## src/rtl/tmr_chan_pkg.sv

```systemverilog
package tmr_chan_pkg;

   // Writable control field, bit 0 = enable ... bit 3 = 32-bit mode
   typedef struct packed {
      logic narrow;
      logic setval;
      logic periodic;
      logic en;
   } chan_ctrl_t;

   localparam int CTRL_W       = 4;
   localparam int CAP_PER_BIT  = 4;
   localparam int CAP_WIDE_BIT = 5;

endpackage

```

## src/rtl/tmr_chan_regs.sv

```systemverilog
module tmr_chan_regs
   import tmr_chan_pkg::*;
#(
   parameter int CNT_W = 64,
   parameter int BUS_W = 32
) (
   input  logic                   clk,
   input  logic                   rst_n,
   input  logic                   cfg_wr,
   input  logic [CNT_W/BUS_W-1:0] cmp_wr,
   input  logic [BUS_W-1:0]       wdata,
   input  logic                   adv,
   output chan_ctrl_t             ctrl,
   output logic [CNT_W-1:0]       cmp,
   output logic [CNT_W-1:0]       period,
   output logic                   en_rise,
   output logic                   en_fall
);

   localparam int NHALF = CNT_W / BUS_W;

   chan_ctrl_t       wr_ctrl;
   logic             any_cmp_wr;
   logic             cmp_upd;
   logic [CNT_W-1:0] sum_w;
   logic [BUS_W-1:0] sum_n;

   assign wr_ctrl    = chan_ctrl_t'(wdata[CTRL_W-1:0]);
   assign any_cmp_wr = |cmp_wr;
   assign cmp_upd    = !ctrl.periodic || ctrl.setval;
   assign en_rise    = cfg_wr && !ctrl.en && wr_ctrl.en;
   assign en_fall    = cfg_wr && ctrl.en && !wr_ctrl.en;
   assign sum_w      = cmp + period;
   assign sum_n      = cmp[BUS_W-1:0] + period[BUS_W-1:0];

   // control field: a config write wins over the set-value self-clear
   always_ff @(posedge clk or negedge rst_n) begin
      if (!rst_n) begin
         ctrl <= '0;
      end else if (cfg_wr) begin
         ctrl <= wr_ctrl;
      end else if (any_cmp_wr) begin
         ctrl.setval <= 1'b0;
      end
   end

   // one storage lane per bus-wide slice of comparator and period
   for (genvar h = 0; h < NHALF; h++) begin : g_lane
      localparam bit TOP  = (h == NHALF - 1);
      localparam bit BASE = (h == 0);

      logic [BUS_W-1:0] cmp_q;
      logic [BUS_W-1:0] per_q;
      logic [BUS_W-1:0] cmp_d;
      logic [BUS_W-1:0] per_d;
      logic [BUS_W-1:0] adv_d;

      always_comb begin
         cmp_d = (ctrl.narrow && !BASE) ? '0 : wdata;
         per_d = cmp_d;
         if (TOP || (BASE && ctrl.narrow)) begin
            per_d[BUS_W-1] = 1'b0;
         end
         if (ctrl.narrow) begin
            adv_d = BASE ? sum_n : '0;
         end else begin
            adv_d = sum_w[h*BUS_W +: BUS_W];
         end
      end

      always_ff @(posedge clk or negedge rst_n) begin
         if (!rst_n) begin
            cmp_q <= '1;
            per_q <= '0;
         end else if (cfg_wr && wr_ctrl.narrow && !BASE) begin
            cmp_q <= '0;
            per_q <= '0;
         end else if (cmp_wr[h]) begin
            if (cmp_upd) begin
               cmp_q <= cmp_d;
            end
            per_q <= per_d;
         end else if (adv && !any_cmp_wr) begin
            cmp_q <= adv_d;
         end
      end

      assign cmp[h*BUS_W +: BUS_W]    = cmp_q;
      assign period[h*BUS_W +: BUS_W] = per_q;
   end

endmodule

```

## src/rtl/tmr_chan_cmp.sv

```systemverilog
module tmr_chan_cmp #(
   parameter int CNT_W = 64,
   parameter int BUS_W = 32
) (
   input  logic [CNT_W-1:0] cnt,
   input  logic [CNT_W-1:0] cmp,
   input  logic             narrow,
   output logic             reached
);

   logic [CNT_W-1:0] diff_w;
   logic [BUS_W-1:0] diff_n;

   // wrapped difference; its sign says which value is ahead
   assign diff_w  = cnt - cmp;
   assign diff_n  = cnt[BUS_W-1:0] - cmp[BUS_W-1:0];
   assign reached = narrow ? !diff_n[BUS_W-1] : !diff_w[CNT_W-1];

endmodule

```

## src/rtl/tmr_chan_wrap.sv

```systemverilog
module tmr_chan_wrap #(
   parameter int BUS_W = 32
) (
   input  logic             clk,
   input  logic             rst_n,
   input  logic [BUS_W-1:0] cnt_lo,
   output logic             wrap_ev
);

   logic top_q;

   always_ff @(posedge clk or negedge rst_n) begin
      if (!rst_n) begin
         top_q <= 1'b0;
      end else begin
         top_q <= &cnt_lo;
      end
   end

   assign wrap_ev = top_q && (cnt_lo == '0);

endmodule

```

## src/rtl/tmr_chan_fire.sv

```systemverilog
module tmr_chan_fire (
   input  logic clk,
   input  logic rst_n,
   input  logic glb_en,
   input  logic ctrl_en,
   input  logic periodic,
   input  logic narrow,
   input  logic period_nz,
   input  logic en_rise,
   input  logic en_fall,
   input  logic cmp_wr_any,
   input  logic reached,
   input  logic wrap_ev,
   output logic adv,
   output logic fire
);

   logic armed;
   logic spent;
   logic lag;
   logic glb_q;
   logic arm_ev;
   logic live;
   logic run_per;
   logic hit;
   logic wrap_hit;
   logic fire_d;

   assign arm_ev   = (en_rise && glb_en) || (glb_en && !glb_q && ctrl_en && !en_fall);
   assign live     = armed && glb_en;
   assign run_per  = periodic && period_nz;
   assign hit      = live && reached && !spent;
   assign adv      = hit && run_per;
   assign wrap_hit = live && !spent && narrow && !periodic && wrap_ev;
   assign fire_d   = (hit && !(run_per && lag)) || wrap_hit;

   always_ff @(posedge clk or negedge rst_n) begin
      if (!rst_n) begin
         glb_q <= 1'b0;
         armed <= 1'b0;
         spent <= 1'b0;
         lag   <= 1'b0;
         fire  <= 1'b0;
      end else begin
         glb_q <= glb_en;
         if (!glb_en || en_fall) begin
            armed <= 1'b0;
         end else if (arm_ev) begin
            armed <= 1'b1;
         end
         if (cmp_wr_any || arm_ev) begin
            spent <= 1'b0;
         end else if (hit && !run_per) begin
            spent <= 1'b1;
         end
         lag  <= adv;
         fire <= fire_d;
      end
   end

endmodule

```

## src/rtl/tmr_chan.sv

```systemverilog
module tmr_chan
   import tmr_chan_pkg::*;
#(
   parameter int          CNT_W     = 64,
   parameter int          BUS_W     = 32,
   parameter logic [31:0] ROUTE_CAP = 32'h0000_0A04
) (
   input  logic                   clk,
   input  logic                   rst_n,
   input  logic [CNT_W-1:0]       cnt_i,
   input  logic                   glb_en_i,
   input  logic                   cfg_wr_i,
   input  logic [CNT_W/BUS_W-1:0] cmp_wr_i,
   input  logic [BUS_W-1:0]       wdata_i,
   output logic [CNT_W-1:0]       cfg_o,
   output logic [CNT_W-1:0]       cmp_o,
   output logic                   fire_o
);

   localparam int UPPER_W = CNT_W - BUS_W;

   if (BUS_W < 8) begin : g_bad_bus
      $error("tmr_chan: BUS_W must hold the control and capability bits");
   end
   if ((CNT_W % BUS_W) != 0 || (CNT_W / BUS_W) < 2) begin : g_bad_cnt
      $error("tmr_chan: CNT_W must be a multiple of BUS_W, at least two lanes");
   end

   chan_ctrl_t       ctrl_w;
   logic [CNT_W-1:0] period_w;
   logic             en_rise_w;
   logic             en_fall_w;
   logic             adv_w;
   logic             reached_w;
   logic             wrap_w;
   logic [BUS_W-1:0] cfg_lo;

   tmr_chan_regs #(.CNT_W(CNT_W), .BUS_W(BUS_W)) u_regs (
      .clk     (clk),
      .rst_n   (rst_n),
      .cfg_wr  (cfg_wr_i),
      .cmp_wr  (cmp_wr_i),
      .wdata   (wdata_i),
      .adv     (adv_w),
      .ctrl    (ctrl_w),
      .cmp     (cmp_o),
      .period  (period_w),
      .en_rise (en_rise_w),
      .en_fall (en_fall_w)
   );

   tmr_chan_cmp #(.CNT_W(CNT_W), .BUS_W(BUS_W)) u_cmp (
      .cnt     (cnt_i),
      .cmp     (cmp_o),
      .narrow  (ctrl_w.narrow),
      .reached (reached_w)
   );

   tmr_chan_wrap #(.BUS_W(BUS_W)) u_wrap (
      .clk     (clk),
      .rst_n   (rst_n),
      .cnt_lo  (cnt_i[BUS_W-1:0]),
      .wrap_ev (wrap_w)
   );

   tmr_chan_fire u_fire (
      .clk        (clk),
      .rst_n      (rst_n),
      .glb_en     (glb_en_i),
      .ctrl_en    (ctrl_w.en),
      .periodic   (ctrl_w.periodic),
      .narrow     (ctrl_w.narrow),
      .period_nz  (|period_w),
      .en_rise    (en_rise_w),
      .en_fall    (en_fall_w),
      .cmp_wr_any (|cmp_wr_i),
      .reached    (reached_w),
      .wrap_ev    (wrap_w),
      .adv        (adv_w),
      .fire       (fire_o)
   );

   always_comb begin
      cfg_lo               = '0;
      cfg_lo[CTRL_W-1:0]   = ctrl_w;
      cfg_lo[CAP_PER_BIT]  = 1'b1;
      cfg_lo[CAP_WIDE_BIT] = 1'b1;
   end

   assign cfg_o = {UPPER_W'(ROUTE_CAP), cfg_lo};

endmodule

```

## config.mk

```make
export PLATFORM = sky130hd
export DESIGN_NAME = tmr_chan
export DESIGN_NICKNAME = d
export VERILOG_FILES = /design/src/rtl/tmr_chan_pkg.sv /design/src/rtl/tmr_chan_regs.sv /design/src/rtl/tmr_chan_cmp.sv /design/src/rtl/tmr_chan_wrap.sv /design/src/rtl/tmr_chan_fire.sv /design/src/rtl/tmr_chan.sv
export SDC_FILE = /design/constraint.sdc
export NUM_CORES = 1
export LEC_CHECK = 0
export ABC_CLOCK_PERIOD_IN_PS = 4100
export CORE_ASPECT_RATIO = 0.7
export CORE_MARGIN = 2
export CORE_UTILIZATION = 35
export DETAILED_ROUTE_END_ITERATION = 10
export PLACE_DENSITY = 0.62
export SYNTH_ARGS = -nofsm -noshare
export SYNTH_HDL_FRONTEND = slang
export SYNTH_SLANG_ARGS = --single-unit
```

## constraint.sdc

```tcl
create_clock -name clk -period 4.1 [get_ports clk]
set_input_delay 0.41 -clock clk [delete_from_list [all_inputs] [get_ports clk]]
set_output_delay 0.41 -clock clk [all_outputs]
set_load 0.01 [all_outputs]
```

==> results of run 1 <==
==> cells by family after synthesis <==
group	count (synthesis)	synth area share
buf+inv	230	0.0944
xor+xnor	50	0.0365
other cells	2	0.000625
compound gates	411	0.221
flops	137	0.292
fa+ha+maj	126	0.132
mux	68	0.0719
simple gates	373	0.152
==> placed cells by master (no fill, tap or decap), types with 9 or more instances in the layout <==
cell / synthesis / routed
a211oi_1: 12 / 11
a21o_1: 50 / 50
a21oi_1: 101 / 101
and3_1: 9 / 9
buf_4: 66 / 31
clkbuf_16: 0 / 17
clkdlybuf4s50_1: 0 / 168
conb_1: 2 / 60
dfrtp_1: 73 / 73
dfstp_2: 64 / 64
ha_1: 125 / 125
inv_1: 114 / 114
mux2_1: 20 / 20
mux2_4: 30 / 30
mux2i_1: 12 / 12
nand2_1: 156 / 156
nand2b_1: 13 / 13
nand3_1: 23 / 23
nand4_1: 33 / 33
nor2_1: 46 / 46
nor3_1: 14 / 14
nor4_1: 29 / 28
o211ai_1: 9 / 9
o21ai_0: 119 / 119
o21bai_1: 14 / 14
xnor2_1: 31 / 31
xor2_1: 19 / 19
==> through the flow <==
| step | instances | total power [mW] |
|---|---|---|
| floorplan | 1455 | 4.93 |
| global placement | 1980 | 6.49 |
| detailed placement | 1980 | 6.54 |
| CTS | 2012 | 8.25 |
| global route | 2012 | 8.82 |
| finish | 2012 | 8.26 |
==> worst reg2reg max path: cells and delay by family, from the launching register on <==
kind            cells  cell delay, ns
compound gates      3            0.89
fa+ha+maj           1            0.29
flops               1            0.59
mux                 1            0.40
buf+inv             3            0.40
simple gates        5            1.27
==> layer usage <==
layer / vias to the layer above / track usage / routed length [um]
met2: 381 / 0.324 / 17100
met5: - / 0 / 0
met4: 0 / 0.0533 / 682
met1: 5373 / 0.372 / 21500
li1: 5286 / - / -
met3: 41 / 0.0447 / 2900
==> area by class of cell <==
| cell class | instances | area [um^2] | share of cell area |
|---|---|---|---|
| Multi-Input combinational cell | 1088 | 7610 | 0.517 |
| Sequential cell | 137 | 3510 | 0.238 |
| Timing Repair Buffer | 205 | 2010 | 0.137 |
| Tap cell | 435 | 544 | 0.0370 |
| Clock buffer | 19 | 453 | 0.0308 |
| Inverter | 115 | 432 | 0.0293 |
| Clock inverter | 13 | 169 | 0.0115 |
==> worst max path at each step <==
stage                                    start                    endpoint  slack [ns]  depth (start not counted)
CTS                 u_regs.g_lane[0].cmp_q[22]   u_regs.g_lane[0].cmp_q[0]        0.07                         13
floorplan           u_regs.g_lane[0].cmp_q[30]  u_regs.g_lane[1].cmp_q[16]        0.57                         13
detailed placement                   cnt_i[21]   u_regs.g_lane[0].cmp_q[0]       -0.18                         13
global placement                     cnt_i[22]   u_regs.g_lane[0].cmp_q[0]       -0.15                         13
global route        u_regs.g_lane[1].cmp_q[10]   u_regs.g_lane[0].cmp_q[0]        0.06                         13
finish              u_regs.g_lane[0].cmp_q[22]   u_regs.g_lane[0].cmp_q[0]        0.17                         13
==> what timing repair did <==
item	CTS	global route
endpoints found under the setup margin	0	58
gates resized for setup	0	3
hold endpoints to repair	0	0
==> power breakdown <==
| part | internal, mW | total, mW | leakage (nW) | switching [mW] |
|---|---|---|---|---|
| clock network | 0.993 | 1.65 | 0.292 | 0.660 |
| logic | 2.02 | 4.37 | 4.89 | 2.35 |
| registers | 1.81 | 2.23 | 1.60 | 0.424 |
| total | 4.82 | 8.26 | 6.78 | 3.44 |
==> summary.txt, run 1 <==
STA
  – Worst Skew: 0.0139 ns
  – RSZ-0062 raised after global routing: no
  – Fmax: 0.255 GHz
  – Tcrit/Tclk final: 0.958
  – Hold WS: -0.0262 ns
  – Worst slew pin tran: 0.895 ns
  – Tmin final: 3.93 ns
  – Setup TNS Final: 0 ns
  – Setup violations, final: 0
  – Final hold viol count: 13
  – Max Slew Vio Count: 0
  – Worst rel slew slack: 0.398
  – Setup WS post-layout: 0.173 ns

Routing
  – Via density: 5.51
  – Routed Wire Length: 42,300 um
  – DR pass1 iterations: 5
  – Antenna-violating nets left: 0
  – Starting DRT DRC Count: 1,042
  – Drt drc: 0
  – Via Count: 11,081
  – Routed WL per cell: 21.0 um

Yosys
  – Top post-synthesis cells by area: dfrtp_1, dfstp_2, ha_1
  – Share of Yosys cell area claimed by the top area cell type: 0.152
  – Syn Inst Count: 1,397
  – Cell with the most instances after synthesis: nand2_1
  – Synth cell count leaders: nand2_1, ha_1, o21ai_0
  – EDFF count, synth: 0
  – Async SR Flop Fraction: 1.00
  – Unique masters post-synth: 78
  – Synthesized flop and latch total: 137
  – Sequential share of the synthesized area: 0.292
  – Top FF cell, synth: dfrtp_1
  – YS warnings: 0
  – Area leader, netlist: dfrtp_1
  – Synthesized area: 12,000 um^2
  – Avg Cell Area, Syn: 8.60 um^2

Critical path
  – Top cell family by delay on the critical path: simple AND/OR/NAND/NOR gates
  – Critical-path cell list: inv_1 > ha_1 > and4_1 > nand3_1 > nor4_2 > o31a_1 > buf_4 > nor3_1 > or3_1 > a21o_1 > o31a_4 > buf_12 > mux2_1
  – Nature of the critical path startpoint: register
  – Buf/Inv on CP: 3
  – Worst path arrival time: 4.30 ns
  – Worst r2r src: u_regs.g_lane[0].cmp_q[22]
  – RR Endpoint: u_regs.g_lane[0].cmp_q[0]
  – Setup CP Type: reg2reg
  – Register-to-Register Path Depth: 13
  – WP data required: 4.47 ns
  – Critical Path Fanout Max: 32
  – Worst path max stage delay: 0.59 ns
  – Slack of the worst reg-to-reg path: 0.17 ns
  – Type of destination of the critical path: register
  – CP max-delay cell: dfstp_2

Final layout
  – Core Util, Final: 0.438
  – Share of layout cells above drive strength 1: 0.122
  – Top Registers: u_regs.g_lane.cmp_q x64, u_regs.g_lane.per_q x63, u_regs.ctrl x4
  – Antenna Cells: 0
  – Final #Nets: 1,792
  – Design area: 14,700 um^2
  – Filler cell count: 3,302
  – Layout area overhead: 22.6%
  – Reg with most FFs: u_regs.g_lane.cmp_q
  – Max reg flops: 64

Global route
  – Vias in the first global route: 10,530
  – Initial antenna violation count: 0
  – First-pass GRT wire length: 64,300 um
  – Tot GR Track Use: 0.236
  – GRT overflow: 0
  – Pin count of the biggest net entering global routing: 70

Placed design
  – Post-DP HPWL: 33,900 um
  – Routability Congestion: 0.925
  – Placed cell area: 14,100 um^2
  – IO buf count: 170
  – Dpl ws: -0.179 ns

Run status
  – Outcome: finished, violations left
  – Failing checks: negative hold slack

Floorplan
  – Die Y: 159 um
  – CORE AREA: 33,600 um^2
  – Number of cell rows: 56
  – Die footprint: 35,800 um^2
  – Total I/O pin count: 231
  – Initial Utilization: 0.357
  – Die outline width: 225 um

Clock tree
  – Root Driver: clkbuf_16
  – Clock sinks: 137
  – Hold_buf cts: 0
  – Post CTS Setup Buffer Count: 0
  – TritonCTS buffer count: 17
  – CTS tree: yes
  – Clock latency at the later pin of the worst-skew pair: 0.45 ns
  – Worst-path clk slew: 0.06 ns
  – Htree depth: 4
  – Clk buf depth: 2

Hold path
  – Hold Path Class: in2async

Power and ir drop
  – Lkg Pwr: 6.78 nW
  – VDD IR max: 0.000358 V
  – Power density over cell area: 561 nW/um^2

Job
  – Max_cap viols: 0
Note: power is estimated with default switching activity, not from simulation.
==> inputs of run 2 (changes only) <==
- RECOVER_POWER: default -> 50
==> summary.txt, run 2 (synthesis gave the netlist of run 1 again) <==
Final layout
  – Most common cell after layout, fill and taps aside: clkdlybuf4s50_1
  – Non-filler cells, final: 2,012 (unchanged)
  – Filler cell count: 3,305 (+0.091%)
  – Final #Nets: 1,792 (unchanged)
  – Top Registers: u_regs.g_lane.cmp_q x64, u_regs.g_lane.per_q x63, u_regs.ctrl x4
  – Reg with most FFs: u_regs.g_lane.cmp_q
  – Most frequent cells in the layout: clkdlybuf4s50_1, nand2_1, ha_1
  – Layout area overhead: 22.5% (about the same)
  – Antenna Cells: 0 (unchanged)
  – Max reg flops: 64 (unchanged)
  – Share of layout cells above drive strength 1: 0.119 (-0.00317)

Critical path
  – RR Endpoint: u_regs.g_lane[0].cmp_q[0]
  – Nature of the critical path startpoint: register
  – Critical Path Fanout Max: 32 (unchanged)
  – Register-to-Register Path Depth: 13 (unchanged)
  – Setup CP Type: reg2reg
  – Worst path arrival time: 4.29 ns (about the same)
  – Type of destination of the critical path: register
  – Slack of the worst reg-to-reg path: 0.18 ns (about the same)
  – Worst r2r src: u_regs.g_lane[0].cmp_q[22]
  – WP data required: 4.47 ns (about the same)

Placed design
  – Dpl ws: -0.179 ns (unchanged)
  – Routability Congestion: 0.925 (unchanged)
  – IO buf count: 170 (unchanged)
  – Post-DP HPWL: 33,900 um (unchanged)
  – Placed Cells: 1,980 (unchanged)

Global route
  – Initial antenna violation count: 0 (unchanged)
  – GRT overflow: 0 (unchanged)
  – First-pass GRT wire length: 64,300 um (unchanged)
  – Pin count of the biggest net entering global routing: 70 (unchanged)
  – Vias in the first global route: 10,530 (unchanged)
  – Tot GR Track Use: 0.236 (unchanged)

Power and ir drop
  – Flop pwr share: 0.270 (about the same)
  – Sw Ratio: 0.417 (about the same)
  – Lkg Pwr: 6.77 nW (-0.19%)
  – Share of power burned in combinational logic: 0.530 (about the same)
  – VDD IR max: 0.000358 V (about the same)
  – Internal power: 4.82 mW (about the same)
  – Power density over cell area: 561 nW/um^2 (about the same)
  – NetSw: 3.44 mW (about the same)
  – Clock network power share: 0.200 (about the same)

Clock tree
  – CTS tree: yes
  – Htree depth: 4 (unchanged)
  – Post CTS Setup Buffer Count: 0 (unchanged)
  – Clock latency at the later pin of the worst-skew pair: 0.45 ns (about the same)
  – Clock sinks: 137 (unchanged)
  – Root Driver: clkbuf_16
  – Clk buf depth: 2 (unchanged)
  – Post-CTS sizing: 0 (unchanged)
  – Hold_buf cts: 0 (unchanged)
  – Worst-path clk slew: 0.06 ns (about the same)
  – TritonCTS buffer count: 17 (unchanged)

Run status
  – Failing checks: max-capacitance violations, max-slew violations
  – Outcome: finished, violations left

Hold path
  – WHS Endpoint: u_regs.g_lane[1].cmp_q[23]
  – Worst hold start: u_regs.g_lane[1].cmp_q[23]
  – Hold Path Class: reg2reg
  – Hold path cells: 2

Floorplan
  – Initial Utilization: 0.357 (unchanged)
  – Die footprint: 35,800 um^2 (unchanged)
  – Number of cell rows: 56 (unchanged)
  – Die Y: 159 um (unchanged)
  – Die outline width: 225 um (unchanged)
  – CORE AREA: 33,600 um^2 (unchanged)
  – Total I/O pin count: 231 (unchanged)

Routing
  – Drt drc: 0 (unchanged)
  – Via Count: 11,090 (+0.081%)
  – Routed WL per cell: 21.0 um (+0.11%)
  – Via density: 5.51 (about the same)
  – Antenna-violating nets left: 0 (unchanged)
  – Routed Wire Length: 42,300 um (+0.11%)
  – Starting DRT DRC Count: 1,028 (-1.3%)
  – DR pass1 iterations: 5 (unchanged)

STA
  – Setup WS post-layout: 0.182 ns (+0.00927 ns)
  – Worst slew pin tran: 3.33 ns (+2.43 ns)
  – Max Slew Vio Count: 123 (+123)
  – Setup violations, final: 0 (unchanged)
  – Final hold viol count: 0 (-13)
  – RSZ-0062 raised after global routing: no
  – Hold WS: 0.510 ns (+0.536 ns)
  – Tcrit/Tclk final: 0.956 (-0.00226)
  – Fmax: 0.255 GHz (+0.24%)
  – Worst rel slew slack: -1.22 (-1.62)
  – Worst Skew: 0.0132 ns (-0.000669 ns)
  – Tmin final: 3.92 ns (-0.00927 ns)

Job
  – Max_cap viols: 2 (+2)
-- run 2: critical path, stage by stage (launching register included) --
cell and delay [ns]:
dfstp_2 0.59, inv_1 0.06, ha_1 0.29, and4_1 0.20
nand3_1 0.18, nor4_2 0.49, o31a_1 0.27, buf_4 0.15
nor3_1 0.04, or3_1 0.36, a21o_1 0.25, o31a_4 0.36
buf_12 0.19, mux2_1 0.36
-- run 2: metrics by stage --
| stage | cell area [um^2] | utilization | TNS, ns | power [mW] |
|---|---|---|---|---|
| 2_1_floorplan | 12200 | - | 0 | 4.93 |
| 3_3_place_gp | 14100 | 0.419 | -6.90 | 6.49 |
| 3_5_place_dp | 14100 | 0.419 | -8.07 | 6.54 |
| 4_1_cts | 14700 | 0.437 | 0 | 8.25 |
| 5_1_grt | 14700 | 0.438 | 0 | 8.82 |
| 6_report | 14700 | 0.438 | 0 | 8.26 |
-- run 2: per-layer routing --
layer  up-vias  track usage  wire length [um]
li1       5288            -                 -
met1      5394        0.372             21700
met2       370        0.324             17100
met3        38       0.0447              2810
met4         0       0.0533               662
met5         -            0                 0
-- run 2: final cells by class --
cell class | count | area, um^2 | share of cell area
clock buffers | 19 | 453 | 0.0308
well taps | 435 | 544 | 0.0370
clock inverters | 13 | 169 | 0.0115
multi-input cells | 1088 | 7610 | 0.517
flip-flops and latches | 137 | 3510 | 0.238
repair buffers | 205 | 2000 | 0.136
inverters | 115 | 432 | 0.0293
-- run 2: worst max path at each step --
| stage | from | endpoint | slack [ns] | depth (start not counted) |
|---|---|---|---|---|
| after floorplan | u_regs.g_lane[0].cmp_q[30] | u_regs.g_lane[1].cmp_q[16] | 0.57 | 13 |
| after global placement | cnt_i[22] | u_regs.g_lane[0].cmp_q[0] | -0.15 | 13 |
| after detailed placement | cnt_i[21] | u_regs.g_lane[0].cmp_q[0] | -0.18 | 13 |
| after CTS | u_regs.g_lane[0].cmp_q[22] | u_regs.g_lane[0].cmp_q[0] | 0.07 | 13 |
| after global routing | u_regs.g_lane[1].cmp_q[10] | u_regs.g_lane[0].cmp_q[0] | 0.06 | 13 |
| final | u_regs.g_lane[0].cmp_q[22] | u_regs.g_lane[0].cmp_q[0] | 0.18 | 13 |
-- run 2: power groups by stage --
stage               Clock, mW  Combinational (mW)  Sequential [mW]
floorplan                   0                2.75             2.17
global placement            0                4.24             2.25
detailed placement          0                4.28             2.26
CTS                      1.68                4.32             2.24
global route             1.74                4.80             2.28
finish                   1.65                4.37             2.23
==> inputs of run 3 (changes only) <==
- GPL_ROUTABILITY_DRIVEN: default -> 0
==> summary.txt, run 3 (synthesis gave the netlist of run 1 again) <==
Clock tree
  – Htree depth: 4 (unchanged)
  – Worst-path clk slew: 0.06 ns (about the same)
  – Clk buf depth: 2 (unchanged)
  – Root Driver: clkbuf_16
  – Post CTS Setup Buffer Count: 0 (unchanged)
  – Clock sinks: 137 (unchanged)
  – CTS tree: yes
  – TritonCTS buffer count: 17 (unchanged)
  – Clock latency at the later pin of the worst-skew pair: 0.45 ns (about the same)

Final layout
  – Design area: 14,700 um^2 (about the same)
  – Reg with most FFs: u_regs.g_lane.cmp_q
  – Most frequent cells in the layout: clkdlybuf4s50_1, nand2_1, ha_1
  – Antenna Cells: 0 (unchanged)
  – Max reg flops: 64 (unchanged)
  – Most common cell after layout, fill and taps aside: clkdlybuf4s50_1
  – Share of layout cells above drive strength 1: 0.116 (-0.00302)
  – Final #Nets: 1,790 (-0.11%)
  – Layout area overhead: 22.4% (about the same)
  – Top Registers: u_regs.g_lane.cmp_q x64, u_regs.g_lane.per_q x63, u_regs.ctrl x4
  – Filler cell count: 3,317 (+0.36%)
  – Non-filler cells, final: 2,010 (-0.099%)
  – Core Util, Final: 0.437 (about the same)

Critical path
  – Type of destination of the critical path: register
  – Top cell family by delay on the critical path: compound AO/OA/AOI/OAI gates
  – Worst path max stage delay: 0.48 ns (-0.11 ns)
  – Critical-path cell list: ha_1 > fa_1 > a211oi_1 > nor4_1 > nor2_1 > a22oi_1 > a21oi_1 > o21ai_0 > a221oi_1 > xor2_1 > o21ai_0 > mux2_1
  – WP data required: 4.47 ns (about the same)
  – Buf/Inv on CP: 0 (-3)
  – Critical Path Most Common Cell: o21ai_0
  – Nature of the critical path startpoint: register
  – Crit path depth: 12 (-1)
  – Critical Path Fanout Max: 3 (-91%)
  – Worst path arrival time: 4.23 ns (-0.06 ns)
  – Register-to-Register Path Depth: 12 (-1)
  – Setup CP Type: reg2reg
  – CP max-delay cell: dfrtp_1

Floorplan
  – CORE AREA: 33,600 um^2 (unchanged)
  – Die footprint: 35,800 um^2 (unchanged)
  – Total I/O pin count: 231 (unchanged)
  – Number of cell rows: 56 (unchanged)
  – Die outline width: 225 um (unchanged)
  – Initial Utilization: 0.357 (unchanged)
  – Die Y: 159 um (unchanged)

Placed design
  – IO buf count: 170 (unchanged)
  – Placed cell area: 14,100 um^2 (-0.11%)
  – Placed Cells: 1,978 (-0.10%)
  – Post-DP HPWL: 33,600 um (-1.0%)

Power and ir drop
  – Flop pwr share: 0.270 (about the same)
  – Tot Pwr: 8.32 mW (+0.77%)
  – Internal power: 4.90 mW (+1.8%)
  – NetSw: 3.42 mW (-0.62%)
  – Lkg Pwr: 6.76 nW (about the same)
  – Sw Ratio: 0.411 (-0.00572)
  – VDD IR max: 0.000295 V (-18%)
  – Share of power burned in combinational logic: 0.523 (-0.007)
  – Power density over cell area: 566 nW/um^2 (+0.80%)
  – Clock network power share: 0.207 (+0.007)

Global route
  – M2 GR Usage: 0.313 (-0.0115)
  – Initial antenna violation count: 1 (+1)
  – Met3 usage: 0.0506 (+0.00591)
  – Busiest layer in global routing: met1
  – Pin count of the biggest net entering global routing: 86 (+23%)
  – Vias in the first global route: 10,479 (-0.48%)
  – First-pass GRT wire length: 62,800 um (-2.3%)
  – Grt met1 use: 0.356 (-0.0155)
  – GRT overflow: 0 (unchanged)
  – Tot GR Track Use: 0.230 (-0.00608)

STA
  – Setup TNS Final: 0 ns (unchanged)
  – Worst slew pin tran: 2.20 ns (-1.13 ns)
  – Setup violations, final: 0 (unchanged)
  – Tcrit/Tclk final: 0.942 (-0.0134)
  – RSZ-0062 raised after global routing: no
  – Fmax: 0.259 GHz (+1.4%)
  – Tmin final: 3.86 ns (-0.0547 ns)
  – Final hold viol count: 0 (unchanged)
  – Max Slew Vio Count: 157 (+28%)
  – Worst Skew: 0.0139 ns (+0.000656 ns)
  – Worst rel slew slack: -0.470 (+0.750)

Hold path
  – Hold Path Class: reg2reg
  – Hold path cells: 1 (-1)

Routing
  – Via density: 5.59 (+1.3%)
  – Via Count: 11,226 (+1.2%)
  – Routed Wire Length: 41,400 um (-2.1%)
  – Drt drc: 0 (unchanged)
  – Antenna-violating nets left: 0 (unchanged)
  – Starting DRT DRC Count: 1,165 (+13%)
  – Routed WL per cell: 20.6 um (-2.0%)
  – DR pass1 iterations: 6 (+1)

Run status
  – Outcome: finished, violations left
  – Failing checks: max-capacitance violations, max-slew violations

Job
  – Max_cap viols: 4 (+2)
-- run 3: cell types whose count changed in the layout (fill, tap and decap cells not counted), sizes merged --
cell and delta:
buf -3, bufinv +2, clkbuf +1, clkdlybuf4s50 +1
clkinvlp -1, dlygate4sd2 -1, dlygate4sd3 -1
-- run 3: power by group through the flow --
stage          clock network, mW  logic [mW]  registers [mW]
4_1_cts                     1.75        4.30            2.25
3_3_place_gp                   0        4.21            2.27
3_5_place_dp                   0        4.27            2.26
5_1_grt                     1.80        4.78            2.29
6_report                    1.73        4.35            2.24
2_1_floorplan                  0        2.75            2.17
-- run 3: timing repair --
| item | 4_1_cts | 5_1_grt |
|---|---|---|
| hold buffers | 0 | 0 |
| endpoints found under the hold margin | 0 | 0 |
| resized for setup | 0 | 1 |
| setup endpoints to repair | 0 | 57 |
-- run 3: final timing paths --
kind | startpoint | slack, ns | to
max | u_regs.g_lane[0].per_q[0] | 0.24 | u_regs.g_lane[1].cmp_q[10]
min | u_fire.spent | 0.49 | u_fire.spent
max reg2reg | u_regs.g_lane[0].per_q[0] | 0.24 | u_regs.g_lane[1].cmp_q[10]
min reg2reg | u_fire.spent | 0.49 | u_fire.spent
max in group asynchronous | rst_n | 1.18 | u_regs.g_lane[1].per_q[8]
min in group asynchronous | rst_n | 0.62 | u_regs.g_lane[0].per_q[23]
-- run 3: stage by stage --
| step | setup slack [ns] | hold WS (ns) |
|---|---|---|
| after global placement | -0.0463 | 0.475 |
| after CTS | 0.0861 | 0.0569 |
| after detailed placement | -0.114 | 0.480 |
| after global routing | 0.0295 | 0.511 |
| after floorplan | 0.570 | 0.114 |
| final | 0.237 | 0.492 |
-- run 3: layout make-up --
class	instances	area, um^2	share of cell area
well taps	435	544	0.0370
flip-flops and latches	137	3510	0.238
multi-input cells	1088	7600	0.517
clock buffers	18	429	0.0292
clock inverters	14	221	0.0151
repair buffers	203	1970	0.134
inverters	115	432	0.0293
-- run 3: layer usage --
layer,routed length (um),share of wire
met2,16500,0.40
met3,3250,0.078
met4,784,0.019
met5,8,0.00019
met1,20900,0.50
